**config.mk**
```make
export PLATFORM = sky130hd
export DESIGN_NAME = dual_ref_selector
export DESIGN_NICKNAME = d
export VERILOG_FILES = /design/src/rtl/refmon_pkg.sv /design/src/rtl/refmon_prediv.sv /design/src/rtl/refmon_los_watch.sv /design/src/rtl/refmon_sel_filter.sv /design/src/rtl/dual_ref_selector.sv
export SDC_FILE = /design/constraint.sdc
export NUM_CORES = 1
export LEC_CHECK = 0
export CAP_MARGIN = 20
export CELL_PAD_IN_SITES_DETAIL_PLACEMENT = 0
export CELL_PAD_IN_SITES_GLOBAL_PLACEMENT = 1
export CORE_ASPECT_RATIO = 1.4
export CORE_MARGIN = 5
export CORE_UTILIZATION = 46
export DETAILED_ROUTE_END_ITERATION = 16
export PLACE_DENSITY = 0.86
export SLEW_MARGIN = 10
export SYNTH_ARGS = -nofsm -noshare
export SYNTH_HDL_FRONTEND = slang
export SYNTH_SLANG_ARGS = --single-unit
```
**constraint.sdc**
```tcl
create_clock -name ref_clk -period 2.8 [get_ports ref_clk]
set_input_delay 0.7 -clock ref_clk [delete_from_list [all_inputs] [get_ports ref_clk]]
set_output_delay 0.7 -clock ref_clk [all_outputs]
set_load 0.1 [all_outputs]
```
**src/rtl/refmon_pkg.sv**
```systemverilog
package refmon_pkg;
  typedef enum logic [1:0] {
    LVL_LO   = 2'b00,
    LVL_MID  = 2'b01,
    LVL_HI   = 2'b10,
    LVL_OPEN = 2'b11
  } lvl_t;

  localparam int unsigned MAX_RATIO = 32;
  localparam int unsigned RCNT_W    = $clog2(MAX_RATIO);

  function automatic int unsigned prediv_ratio(lvl_t code);
    case (code)
      LVL_LO:  return 1;
      LVL_HI:  return MAX_RATIO;
      default: return 4;
    endcase
  endfunction
endpackage

```
**src/rtl/refmon_prediv.sv**
```systemverilog
module refmon_prediv
  import refmon_pkg::*;
#(
  parameter int SYNC_STAGES = 2
) (
  input  logic clk,
  input  logic rst_n,
  input  logic clk_in,
  input  lvl_t code,
  output logic raw_sync,
  output logic tick
);
  logic [SYNC_STAGES:0] shr;
  logic                 rise;
  logic [RCNT_W-1:0]    cnt;
  logic [RCNT_W-1:0]    last;

  always_ff @(posedge clk or negedge rst_n) begin
    if (!rst_n) shr <= '0;
    else        shr <= {shr[SYNC_STAGES-1:0], clk_in};
  end

  assign raw_sync = shr[SYNC_STAGES-1];
  assign rise     = shr[SYNC_STAGES-1] & ~shr[SYNC_STAGES];

  always_comb last = RCNT_W'(prediv_ratio(code) - 1);

  always_ff @(posedge clk or negedge rst_n) begin
    if (!rst_n) begin
      cnt  <= '0;
      tick <= 1'b0;
    end else begin
      tick <= 1'b0;
      if (rise) begin
        if (cnt >= last) begin
          cnt  <= '0;
          tick <= 1'b1;
        end else begin
          cnt <= cnt + 1'b1;
        end
      end
    end
  end

  // a synchronised edge cannot rise on two neighbouring cycles
  p_tick_isolated_r1: assert property (@(posedge clk) disable iff (!rst_n)
    tick |=> !tick);
endmodule

```
**src/rtl/refmon_los_watch.sv**
```systemverilog
module refmon_los_watch #(
  parameter int LOS_TIMEOUT = 1000,
  parameter int WIN_LO      = 12,
  parameter int WIN_HI      = 20,
  parameter int VALID_N     = 3
) (
  input  logic clk,
  input  logic rst_n,
  input  logic tick,
  output logic los
);
  localparam int GAP_W  = $clog2(LOS_TIMEOUT + 1);
  localparam int GOOD_W = $clog2(VALID_N + 1);
  localparam logic [GAP_W-1:0]  TO_V   = GAP_W'(LOS_TIMEOUT);
  localparam logic [GAP_W:0]    LO_V   = (GAP_W+1)'(WIN_LO);
  localparam logic [GAP_W:0]    HI_V   = (GAP_W+1)'(WIN_HI);
  localparam logic [GOOD_W-1:0] LAST_G = GOOD_W'(VALID_N - 1);

  logic [GAP_W-1:0]  gap;
  logic [GAP_W:0]    span;
  logic              span_ok;
  logic [GOOD_W-1:0] good;

  assign span    = {1'b0, gap} + 1'b1;
  assign span_ok = (span >= LO_V) && (span <= HI_V);

  always_ff @(posedge clk or negedge rst_n) begin
    if (!rst_n)           gap <= '0;
    else if (tick)        gap <= '0;
    else if (gap != TO_V) gap <= gap + 1'b1;
  end

  always_ff @(posedge clk or negedge rst_n) begin
    if (!rst_n) begin
      los  <= 1'b1;
      good <= '0;
    end else if (gap == TO_V) begin
      los  <= 1'b1;
      good <= '0;
    end else if (tick) begin
      if (span_ok) begin
        if (good == LAST_G) begin
          good <= '0;
          los  <= 1'b0;
        end else begin
          good <= good + 1'b1;
        end
      end else begin
        good <= '0;
      end
    end
  end

  // the flag only drops on a tick
  p_clear_on_tick_r5: assert property (@(posedge clk) disable iff (!rst_n)
    $fell(los) |-> $past(tick));
  // the silence counter saturates at the timeout
  p_gap_bounded_r4: assert property (@(posedge clk) disable iff (!rst_n)
    gap <= TO_V);
  // the flag rises only after a full silent timeout
  p_rise_after_silence_r4: assert property (@(posedge clk) disable iff (!rst_n)
    $rose(los) |-> $past(gap) == TO_V);
endmodule

```
**src/rtl/refmon_sel_filter.sv**
```systemverilog
module refmon_sel_filter #(
  parameter int SYNC_STAGES = 2,
  parameter int SEL_HOLD    = 8
) (
  input  logic clk,
  input  logic rst_n,
  input  logic sel_req,
  output logic active
);
  localparam int HCNT_W = $clog2(SEL_HOLD + 1);
  localparam logic [HCNT_W-1:0] HOLD_LAST = HCNT_W'(SEL_HOLD - 1);

  logic [SYNC_STAGES-1:0] shr;
  logic                   req_s;
  logic [HCNT_W-1:0]      cnt;

  always_ff @(posedge clk or negedge rst_n) begin
    if (!rst_n) shr <= '0;
    else        shr <= {shr[SYNC_STAGES-2:0], sel_req};
  end
  assign req_s = shr[SYNC_STAGES-1];

  always_ff @(posedge clk or negedge rst_n) begin
    if (!rst_n) begin
      active <= 1'b0;
      cnt    <= '0;
    end else if (req_s != active) begin
      if (cnt == HOLD_LAST) begin
        active <= req_s;
        cnt    <= '0;
      end else begin
        cnt <= cnt + 1'b1;
      end
    end else begin
      cnt <= '0;
    end
  end

  // a switch only lands on the value the synchroniser was presenting
  p_switch_to_request_r3: assert property (@(posedge clk) disable iff (!rst_n)
    !$stable(active) |-> $past(req_s) == active);
  // the hold counter never passes its limit
  p_hold_bounded_r3: assert property (@(posedge clk) disable iff (!rst_n)
    cnt <= HOLD_LAST);
endmodule

```
**src/rtl/dual_ref_selector.sv**
```systemverilog
module dual_ref_selector
  import refmon_pkg::*;
#(
  parameter int SYNC_STAGES = 2,
  parameter int LOS_TIMEOUT = 1000,
  parameter int WIN_LO      = 12,
  parameter int WIN_HI      = 20,
  parameter int VALID_N     = 3,
  parameter int SEL_HOLD    = 8
) (
  input  logic       ref_clk,
  input  logic       rst_n,
  input  logic       clk_in_a,
  input  logic       clk_in_b,
  input  logic [1:0] div_a_code,
  input  logic [1:0] div_b_code,
  input  logic       sel_b,
  input  logic [1:0] out_mode,
  input  logic       pll_clk,
  output logic       los_a,
  output logic       los_b,
  output logic       sel_active,
  output logic       loop_tick,
  output logic       out_clk,
  output logic       out_oe,
  output logic       out_bypass
);
  localparam int N_IN = 2;

  logic [N_IN-1:0] in_vec;
  logic [N_IN-1:0] raw_s;
  logic [N_IN-1:0] tick_v;
  logic [N_IN-1:0] los_v;
  lvl_t            code_v [N_IN];
  lvl_t            mode_q;

  assign in_vec    = {clk_in_b, clk_in_a};
  assign code_v[0] = lvl_t'(div_a_code);
  assign code_v[1] = lvl_t'(div_b_code);

  for (genvar g = 0; g < N_IN; g++) begin : g_chan
    refmon_prediv #(.SYNC_STAGES(SYNC_STAGES)) u_div (
      .clk      (ref_clk),
      .rst_n    (rst_n),
      .clk_in   (in_vec[g]),
      .code     (code_v[g]),
      .raw_sync (raw_s[g]),
      .tick     (tick_v[g])
    );
    refmon_los_watch #(
      .LOS_TIMEOUT (LOS_TIMEOUT),
      .WIN_LO      (WIN_LO),
      .WIN_HI      (WIN_HI),
      .VALID_N     (VALID_N)
    ) u_los (
      .clk   (ref_clk),
      .rst_n (rst_n),
      .tick  (tick_v[g]),
      .los   (los_v[g])
    );
  end

  refmon_sel_filter #(.SYNC_STAGES(SYNC_STAGES), .SEL_HOLD(SEL_HOLD)) u_sel (
    .clk     (ref_clk),
    .rst_n   (rst_n),
    .sel_req (sel_b),
    .active  (sel_active)
  );

  assign los_a     = los_v[0];
  assign los_b     = los_v[1];
  assign loop_tick = tick_v[sel_active];

  always_ff @(posedge ref_clk or negedge rst_n) begin
    if (!rst_n) begin
      mode_q     <= LVL_MID;
      out_oe     <= 1'b0;
      out_bypass <= 1'b0;
      out_clk    <= 1'b0;
    end else begin
      mode_q <= lvl_t'(out_mode);
      case (mode_q)
        LVL_LO: begin
          out_oe     <= 1'b1;
          out_bypass <= 1'b0;
          out_clk    <= pll_clk;
        end
        LVL_HI: begin
          out_oe     <= 1'b1;
          out_bypass <= 1'b1;
          out_clk    <= raw_s[sel_active];
        end
        default: begin
          out_oe     <= 1'b0;
          out_bypass <= 1'b0;
          out_clk    <= 1'b0;
        end
      endcase
    end
  end

  // a parked output is silent
  p_quiet_when_parked_r7: assert property (@(posedge ref_clk) disable iff (!rst_n)
    !out_oe |-> !out_clk && !out_bypass);
  // middle or open mode parks the output on the next cycle
  p_mid_parks_r7: assert property (@(posedge ref_clk) disable iff (!rst_n)
    (mode_q == LVL_MID || mode_q == LVL_OPEN) |=> !out_oe);
endmodule

```
==> insert_results.sql, run 1 <==
INSERT INTO impl_metrics (metric_group, metric, value, unit) VALUES
('global_route', 'grt_max_degree', '23', ''),
('hold_path', 'worst_hold_path_type', 'in -> async', ''),
('critical_path', 'timing.critical_path.to_type', 'flip-flop', ''),
('clock_network', 'cts_setup_buffers', '0', ''),
('critical_path', 'crit_path_max_incr_delay', '0.44', 'ns'),
('logic_synthesis', 'netlist_instances', '313', ''),
('placement', 'place.port_buffers', '18', ''),
('sta', 'fmax', '432', 'MHz'),
('power', 'sum_of_internal_switching_and_leakage_power', '2750', 'uW'),
('critical_path', 'crit_slowest_cell', 'sky130_fd_sc_hd__clkdlybuf4s50_1', ''),
('route', 'drt_iter0_drcs', '41', ''),
('cells_and_area', 'fill_cells', '602', ''),
('sta', 'final.min_clock_period', '2.32', 'ns'),
('global_route', 'number_of_antenna_violations_at_the_first_check_in_global_routing', '0', ''),
('critical_path', 'regToRegStartpoint', 'g_chan[0].u_los.gap[1]$_DFFE_PN0P_', ''),
('run_status', 'outcome', 'finished, final reports clean', ''),
('clock_network', 'numClockSinks', '56', ''),
('clock_network', 'cts_root_buf', 'sky130_fd_sc_hd__clkbuf_8', ''),
('power', 'worst_supply_voltage_drop_on_vdd', '0.467', 'mV'),
('logic_synthesis', 'largest_cells_by_area_after_synthesis', 'sky130_fd_sc_hd__dfrtp_1 44%, sky130_fd_sc_hd__ha_1 7.8%, sky130_fd_sc_hd__xnor2_1 3.7%, sky130_fd_sc_hd__nor2_1 3.6%, sky130_fd_sc_hd__nand2_1 2.8%', ''),
('cells_and_area', 'drive_gt1_frac', '0.111', ''),
('logic_synthesis', 'synth-warning-count', '0', ''),
('logic_synthesis', 'synth-main-ff-cell', 'sky130_fd_sc_hd__dfrtp_1', ''),
('sta', 'rsz_0062_raised_after_global_routing', 'false', ''),
('cells_and_area', 'area_growth', '11.3', '%'),
('cells_and_area', 'insertedDiodeCount', '0', ''),
('sta', 'period_utilisation_layout', '0.827', ''),
('sta', 'setup_tns', '0', 'ns'),
('clock_network', 'clk_pin_slew', '0.11', 'ns'),
('route', 'drc', '0', ''),
('clock_network', 'holdBufCountCts', '0', ''),
('logic_synthesis', 'flip_flop_and_latch_count_after_synthesis', '56', ''),
('logic_synthesis', 'synth-edff-count', '0', ''),
('sta', 'slew_violations', '0', ''),
('critical_path', 'timing.critical_path.max_delay_family', 'buffers and inverters', ''),
('cells_and_area', 'nNetsFinal', '364', ''),
('sta', 'tightestPinTransition', '0.676', 'ns'),
('critical_path', 'critical_path.startpoint_type', 'input port', ''),
('global_route', 'gr-total-overflow', '0', ''),
('clock_network', 'tritoncts.num_buffers', '5', ''),
('logic_synthesis', 'asyncSetResetFlopFracSynth', '1.00', ''),
('sta', 'report.final.hold_viol_count', '0', ''),
('global_route', 'groute.usage.overall', '0.138', ''),
('global_route', 'grt_pass1_vias', '2207', ''),
('logic_synthesis', 'avgSynthCellArea', '9.73', 'sq um'),
('logic_synthesis', 'synth_nets', '344', ''),
('floorplanning', 'floorplan.initialDensity', '0.467', ''),
('critical_path', 'crit_path_cell_trace', 'clkdlybuf4s50_1, or2_2, ha_1, nor2b_1, o21ai_1, a31oi_1, buf_4, a21oi_1, o22ai_1', ''),
('critical_path', 'timing_worst_setup_path_type', 'in -> reg', ''),
('critical_path', 'required_time_of_the_critical_path', '3.04', 'ns'),
('floorplanning', 'row_count', '35', ''),
('floorplanning', 'design.die.area', '8370', 'sq um'),
('critical_path', 'r2r_end', 'g_chan[0].u_los.los$_DFFE_PN1P_', ''),
('placement', 'placed_wire_length_estimate', '3.97', 'mm'),
('route', 'num_vias', '2260', ''),
('clock_network', 'clk_path_buf_depth', '2', ''),
('critical_path', 'r2r.worst_path.cells', '5', ''),
('floorplanning', 'fp.dieW', '78.8', 'um'),
('critical_path', 'worstPathMaxFanout', '4', ''),
('logic_synthesis', 'synthDistinctLibCells', '53', ''),
('route', 'routed_via_density', '5.54', ''),
('floorplanning', 'core_area', '6530', 'sq um'),
('clock_network', 'post_cts_resized', '0', ''),
('clock_network', 'h-tree-depth', '2', ''),
('power', 'total_power_density_per_cell_area', '810', 'nW/um^2'),
('placement', 'gp_congestion', '0.817', ''),
('cells_and_area', 'seq_area', '1410', 'sq um'),
('logic_synthesis', 'synth_largest_area_cell', 'sky130_fd_sc_hd__dfrtp_1', ''),
('power', 'p_leak', '0.00146', 'uW'),
('route', 'wirelength', '5.25', 'mm'),
('route', 'routed_wire_length_per_instance', '12.9', 'um');
==> where the power goes <==
group | leakage, uW | internal, uW | switching [uW]
logic | 0.000697 | 451 | 558
clock network | 0.0000511 | 190 | 289
registers | 0.000713 | 991 | 266
==> routing by layer <==
layer / vias up / wire, um / track usage
li1: 1143 / - / -
met1: 1082 / 2250 / 0.153
met2: 27 / 2720 / 0.254
met3: 8 / 166 / 0.0271
met4: 0 / 111 / 0.0525
met5: - / 0 / 0
==> synthesized netlist by cell type, types with 7 or more instances <==
| cell | count |
|---|---|
| sky130_fd_sc_hd__nor3_1 | 10 |
| sky130_fd_sc_hd__dfrtp_1 | 53 |
| sky130_fd_sc_hd__ha_1 | 19 |
| sky130_fd_sc_hd__o21ai_1 | 11 |
| sky130_fd_sc_hd__inv_1 | 20 |
| sky130_fd_sc_hd__xnor2_1 | 13 |
| sky130_fd_sc_hd__nand3_1 | 17 |
| sky130_fd_sc_hd__clkbuf_1 | 7 |
| sky130_fd_sc_hd__a21oi_1 | 14 |
| sky130_fd_sc_hd__nand2b_1 | 11 |
| sky130_fd_sc_hd__nand2_1 | 23 |
| sky130_fd_sc_hd__nor2_1 | 29 |
==> stage by stage <==
stage	hold slack [ns]	setup slack, ns	cells	util	cell area (sq um)
floorplan	0.331	0.467	313	-	3050
global placement	0.332	0.191	400	0.505	3290
detailed placement	0.335	0.147	400	0.505	3290
CTS	0.341	0.480	408	0.519	3390
global route	0.361	0.404	408	0.519	3390
finish	0.330	0.485	408	0.519	3390
==> cells by family (layout without fill, tap and decap cells) <==
group                    count (synthesis)  after routing  share of synthesized area
AO/OA/AOI/OAI                           57             57                      0.133
flip-flops                              56             56                      0.461
XOR/XNOR                                18             18                     0.0517
buffers and inverters                   32             53                     0.0435
AND/OR/NAND/NOR                        126            126                      0.216
adder cells (fa/ha/maj)                 19             19                     0.0780
multiplexers                             5              5                     0.0172
==> how the worst max path moves through the flow <==
stage               cells after the start                                  to                startpoint  slack (ns)
global route                            9  g_chan[0].u_div.cnt[2]$_DFFE_PN0P_             div_a_code[1]        0.40
finish                                  9  g_chan[0].u_div.cnt[2]$_DFFE_PN0P_             div_a_code[1]        0.48
global placement                        9  g_chan[0].u_div.cnt[2]$_DFFE_PN0P_             div_a_code[1]        0.19
detailed placement                      9  g_chan[0].u_div.cnt[2]$_DFFE_PN0P_             div_a_code[1]        0.15
CTS                                     9  g_chan[0].u_div.cnt[2]$_DFFE_PN0P_             div_a_code[1]        0.48
floorplan                               1                           loop_tick  u_sel.active$_DFFE_PN0P_        0.47
==> cell usage in the layout (no fill, tap or decap), types with 3 or more instances in the layout <==
master and instances:
sky130_fd_sc_hd__a21o_1 4, sky130_fd_sc_hd__a21oi_1 14, sky130_fd_sc_hd__buf_4 14, sky130_fd_sc_hd__clkbuf_8 5
sky130_fd_sc_hd__clkdlybuf4s50_1 10, sky130_fd_sc_hd__dfrtp_1 53, sky130_fd_sc_hd__dfstp_2 3, sky130_fd_sc_hd__ha_1 19
sky130_fd_sc_hd__inv_1 20, sky130_fd_sc_hd__mux2i_1 3, sky130_fd_sc_hd__nand2_1 23, sky130_fd_sc_hd__nand2b_1 11
sky130_fd_sc_hd__nand3_1 17, sky130_fd_sc_hd__nand4_1 6, sky130_fd_sc_hd__nor2_1 29, sky130_fd_sc_hd__nor2b_1 5
sky130_fd_sc_hd__nor3_1 10, sky130_fd_sc_hd__o21ai_0 3, sky130_fd_sc_hd__o21ai_1 11, sky130_fd_sc_hd__o22ai_1 4
sky130_fd_sc_hd__or2_2 3, sky130_fd_sc_hd__or3_1 6, sky130_fd_sc_hd__xnor2_1 13, sky130_fd_sc_hd__xor2_1 5
==> sequential cells by signal, summed over array words and instances, names as in the netlist, 2 cells and up <==
signal	cells
g_chan.u_los.gap	20
g_chan.u_div.cnt	10
g_chan.u_div.shr	6
g_chan.u_los.good	4
u_sel.cnt	4
g_chan.u_div.tick	2
g_chan.u_los.los	2
mode_q	2
u_sel.shr	2
==> layout make-up <==
cell class | instances | area share
Inverter | 20 | 0.0221
Multi-Input combinational cell | 225 | 0.445
Clock buffer | 5 | 0.0203
Clock inverter | 3 | 0.00849
Sequential cell | 56 | 0.415
Timing Repair Buffer | 25 | 0.0620
Tap cell | 74 | 0.0273
(Power assumes the default switching activity.)
==> run 2: changes to the inputs <==
--- a/config.mk
+++ b/config.mk
@@ -10,9 +10,9 @@
 export CELL_PAD_IN_SITES_GLOBAL_PLACEMENT = 1
 export CORE_ASPECT_RATIO = 1.4
 export CORE_MARGIN = 5
-export CORE_UTILIZATION = 46
+export CORE_UTILIZATION = 42
 export DETAILED_ROUTE_END_ITERATION = 16
-export PLACE_DENSITY = 0.86
+export PLACE_DENSITY = 0.83
 export SLEW_MARGIN = 10
 export SYNTH_ARGS = -nofsm -noshare
 export SYNTH_HDL_FRONTEND = slang
==> constraint.sdc (replaced) <==
create_clock -name ref_clk -period 2 [get_ports ref_clk]
set_input_delay 0.5 -clock ref_clk [delete_from_list [all_inputs] [get_ports ref_clk]]
set_output_delay 0.5 -clock ref_clk [all_outputs]
set_load 0.1 [all_outputs]
==> run 2 against run 1 <==
Against the previous run:
- power up 52%
- combinational power up 84%
- register-to-register slack worse by 0.50 ns
- count of clock-buffer cells in the layout unchanged
- largest cell class unchanged
==> insert_results.sql, run 2 (synthesized netlist as in run 1, its figures left out) <==
INSERT INTO impl_metrics (metric_group, metric, value, unit) VALUES
('cells_and_area', 'nNetsFinal', '390', ''),
('cells_and_area', 'largest_register', 'g_chan.u_los.gap', ''),
('sta', 'rsz_0062_raised_after_global_routing', 'true', ''),
('floorplanning', 'design.die.area', '9080', 'sq um'),
('cells_and_area', 'max_reg_flops', '20', ''),
('route', 'num_vias', '2379', ''),
('cells_and_area', 'biggestRegsByFlops', 'g_chan.u_los.gap x20, g_chan.u_div.cnt x10, g_chan.u_div.shr x6', ''),
('global_route', 'wire_length_of_the_first_global_routing_pass', '10.7', 'mm'),
('placement', 'place_worst_setup_slack', '-0.382', 'ns'),
('sta', 'slew_violations', '0', ''),
('sta', 'fmax', '508', 'MHz'),
('placement', 'placed_wire_length_estimate', '4.54', 'mm'),
('cells_and_area', 'final-instance-count-excl-fill', '455', ''),
('power', 'total_power_density_per_cell_area', '1110', 'nW/um^2'),
('run_status', 'outcome', 'finished, final reports clean', ''),
('floorplanning', 'ios', '19', ''),
('power', 'p_int', '2510', 'uW'),
('power', 'sum_of_internal_switching_and_leakage_power', '4170', 'uW'),
('cells_and_area', 'multi_input_comb_area', '1590', 'sq um'),
('clock_network', 'tritoncts.num_buffers', '5', ''),
('global_route', 'grt_pass1_vias', '2415', ''),
('job', 'cap_violations', '0', ''),
('critical_path', 'worstPathMaxFanout', '6', ''),
('critical_path', 'worstSetupStartpoint', 'g_chan[0].u_los.gap[6]$_DFFE_PN0P_', ''),
('route', 'routed_via_density', '5.23', ''),
('cells_and_area', 'area_growth', '23.4', '%'),
('sta', 'hold-worst-slack', '0.0770', 'ns'),
('global_route', 'gr-total-overflow', '0', ''),
('clock_network', 'clk_path_buf_depth', '2', ''),
('power', 'p_seq_frac', '0.403', ''),
('power', 'switching_share', '0.398', ''),
('sta', 'fin_ws', '0.0322', 'ns'),
('global_route', 'number_of_antenna_violations_at_the_first_check_in_global_routing', '0', ''),
('global_route', 'groute.usage.overall', '0.145', ''),
('placement', 'place.port_buffers', '18', ''),
('cells_and_area', 'drive_gt1_frac', '0.211', ''),
('cells_and_area', 'final_common_cell', 'sky130_fd_sc_hd__dfrtp_1', ''),
('route', 'drt_iter0_drcs', '97', ''),
('sta', 'slew_headroom', '0.709', ''),
('route', 'dr.pass1.iters', '4', ''),
('critical_path', 'r2r.worst_path.cells', '4', ''),
('clock_network', 'clk_lat_worst_skew', '0.31', 'ns'),
('cells_and_area', 'most_frequent_cells_in_the_layout', '52 x sky130_fd_sc_hd__dfrtp_1, 35 x sky130_fd_sc_hd__buf_4, 29 x sky130_fd_sc_hd__nor2_1, 22 x sky130_fd_sc_hd__nand2_1, 20 x sky130_fd_sc_hd__inv_1', ''),
('route', 'wirelength', '5.97', 'mm'),
('route', 'drc', '0', ''),
('power', 'clock_power_share', '0.151', ''),
('global_route', 'grt_max_degree', '45', ''),
('route', 'drt.antenna.violating_nets', '0', ''),
('clock_network', 'cts_root_buf', 'sky130_fd_sc_hd__clkbuf_8', ''),
('critical_path', 'regToRegStartpoint', 'g_chan[0].u_los.gap[6]$_DFFE_PN0P_', ''),
('floorplanning', 'die_h', '111', 'um'),
('critical_path', 'required_time_of_the_critical_path', '2.25', 'ns'),
('power', 'p_leak', '0.00166', 'uW'),
('power', 'worst_supply_voltage_drop_on_vdd', '0.650', 'mV'),
('sta', 'final.min_clock_period', '1.97', 'ns'),
('floorplanning', 'fp.dieW', '82.0', 'um'),
('critical_path', 'timing_worst_setup_path_type', 'reg -> reg', ''),
('cells_and_area', 'fill_cells', '662', ''),
('critical_path', 'timing.critical_path.to_type', 'flip-flop', ''),
('sta', 'setup_viol', '0', ''),
('sta', 'period_utilisation_layout', '0.984', ''),
('placement', 'gp_congestion', '0.820', ''),
('hold_path', 'worst_hold_path_type', 'in -> async', ''),
('clock_network', 'clk_pin_slew', '0.11', 'ns'),
('clock_network', 'h-tree-depth', '2', ''),
('critical_path', 'cp_data_arrival_time', '2.22', 'ns'),
('critical_path', 'critical_path.startpoint_type', 'flip-flop', ''),
('floorplanning', 'row_count', '36', ''),
('sta', 'report.final.hold_viol_count', '0', ''),
('floorplanning', 'core_area', '7030', 'sq um'),
('cells_and_area', 'insertedDiodeCount', '0', ''),
('sta', 'tightestPinTransition', '0.433', 'ns'),
('cells_and_area', 'seq_area', '1410', 'sq um'),
('floorplanning', 'floorplan.initialDensity', '0.434', ''),
('sta', 'final.setup_skew', '0.0112', 'ns'),
('placement', 'placedCellCount', '446', ''),
('power', 'comb_power_share', '0.446', ''),
('power', 'power.net_switching', '1660', 'uW'),
('clock_network', 'numClockSinks', '56', ''),
('clock_network', 'cts_tree', 'done', ''),
('route', 'routed_wire_length_per_instance', '13.1', 'um');
-- run 2: layer usage --
layer	vias up	wire length [um]	track usage
met3	6	177	0.0285
met2	23	3040	0.244
met4	0	71	0.0366
met5	-	0	0
li1	1195	-	-
met1	1155	2680	0.187
-- run 2: power by group through the flow --
stage | logic (uW) | registers (uW) | clock network [uW]
floorplan | 1140 | 1720 | 0
finish | 1860 | 1680 | 628
global route | 2060 | 1730 | 704
global placement | 1730 | 1680 | 0
CTS | 1830 | 1680 | 646
detailed placement | 1790 | 1700 | 0
-- run 2: final timing paths --
check | endpoint | slack (ns)
worst min register to register | g_chan[1].u_div.shr[1]$_DFF_PN0_ | 0.36
worst max-delay path | g_chan[0].u_los.los$_DFFE_PN1P_ | 0.03
max in group asynchronous | mode_q[0]$_DFF_PN1_ | 1.34
worst min-delay path | g_chan[1].u_los.gap[6]$_DFFE_PN0P_ | 0.08
worst max register to register | g_chan[0].u_los.los$_DFFE_PN1P_ | 0.03
min in group ref_clk | g_chan[1].u_div.shr[1]$_DFF_PN0_ | 0.36
-- run 2: final cells by class --
cell class              instances  area share
multi-input cells             225       0.423
clock inverters                 3     0.00566
clock buffers                   5      0.0183
flip-flops and latches         56       0.374
well taps                      95      0.0316
inverters                      20      0.0200
repair buffers                 51       0.127
-- run 2: repair_timing --
action / in CTS / in global routing
resized for setup: 2 / 15
pin swaps: 3 / 7
setup buffers: 1 / 0
hold buffers: 0 / 0
endpoints found under the setup margin: 6 / 11
-- run 2: stage by stage --
step / utilization / cell area, sq um / TNS, ns
floorplan: - / 3050 / 0
global placement: 0.508 / 3570 / -3.00
detailed placement: 0.508 / 3570 / -3.40
CTS: 0.524 / 3680 / 0
global route: 0.535 / 3760 / -0.0284
finish: 0.535 / 3760 / 0
-- run 2: critical path, stage by stage, from the launching register on --
cell                        delay, ns
sky130_fd_sc_hd__dfrtp_1         0.45
sky130_fd_sc_hd__or4_4           0.55
sky130_fd_sc_hd__a311oi_2        0.33
sky130_fd_sc_hd__o2111ai_2       0.23
sky130_fd_sc_hd__o32a_1          0.34
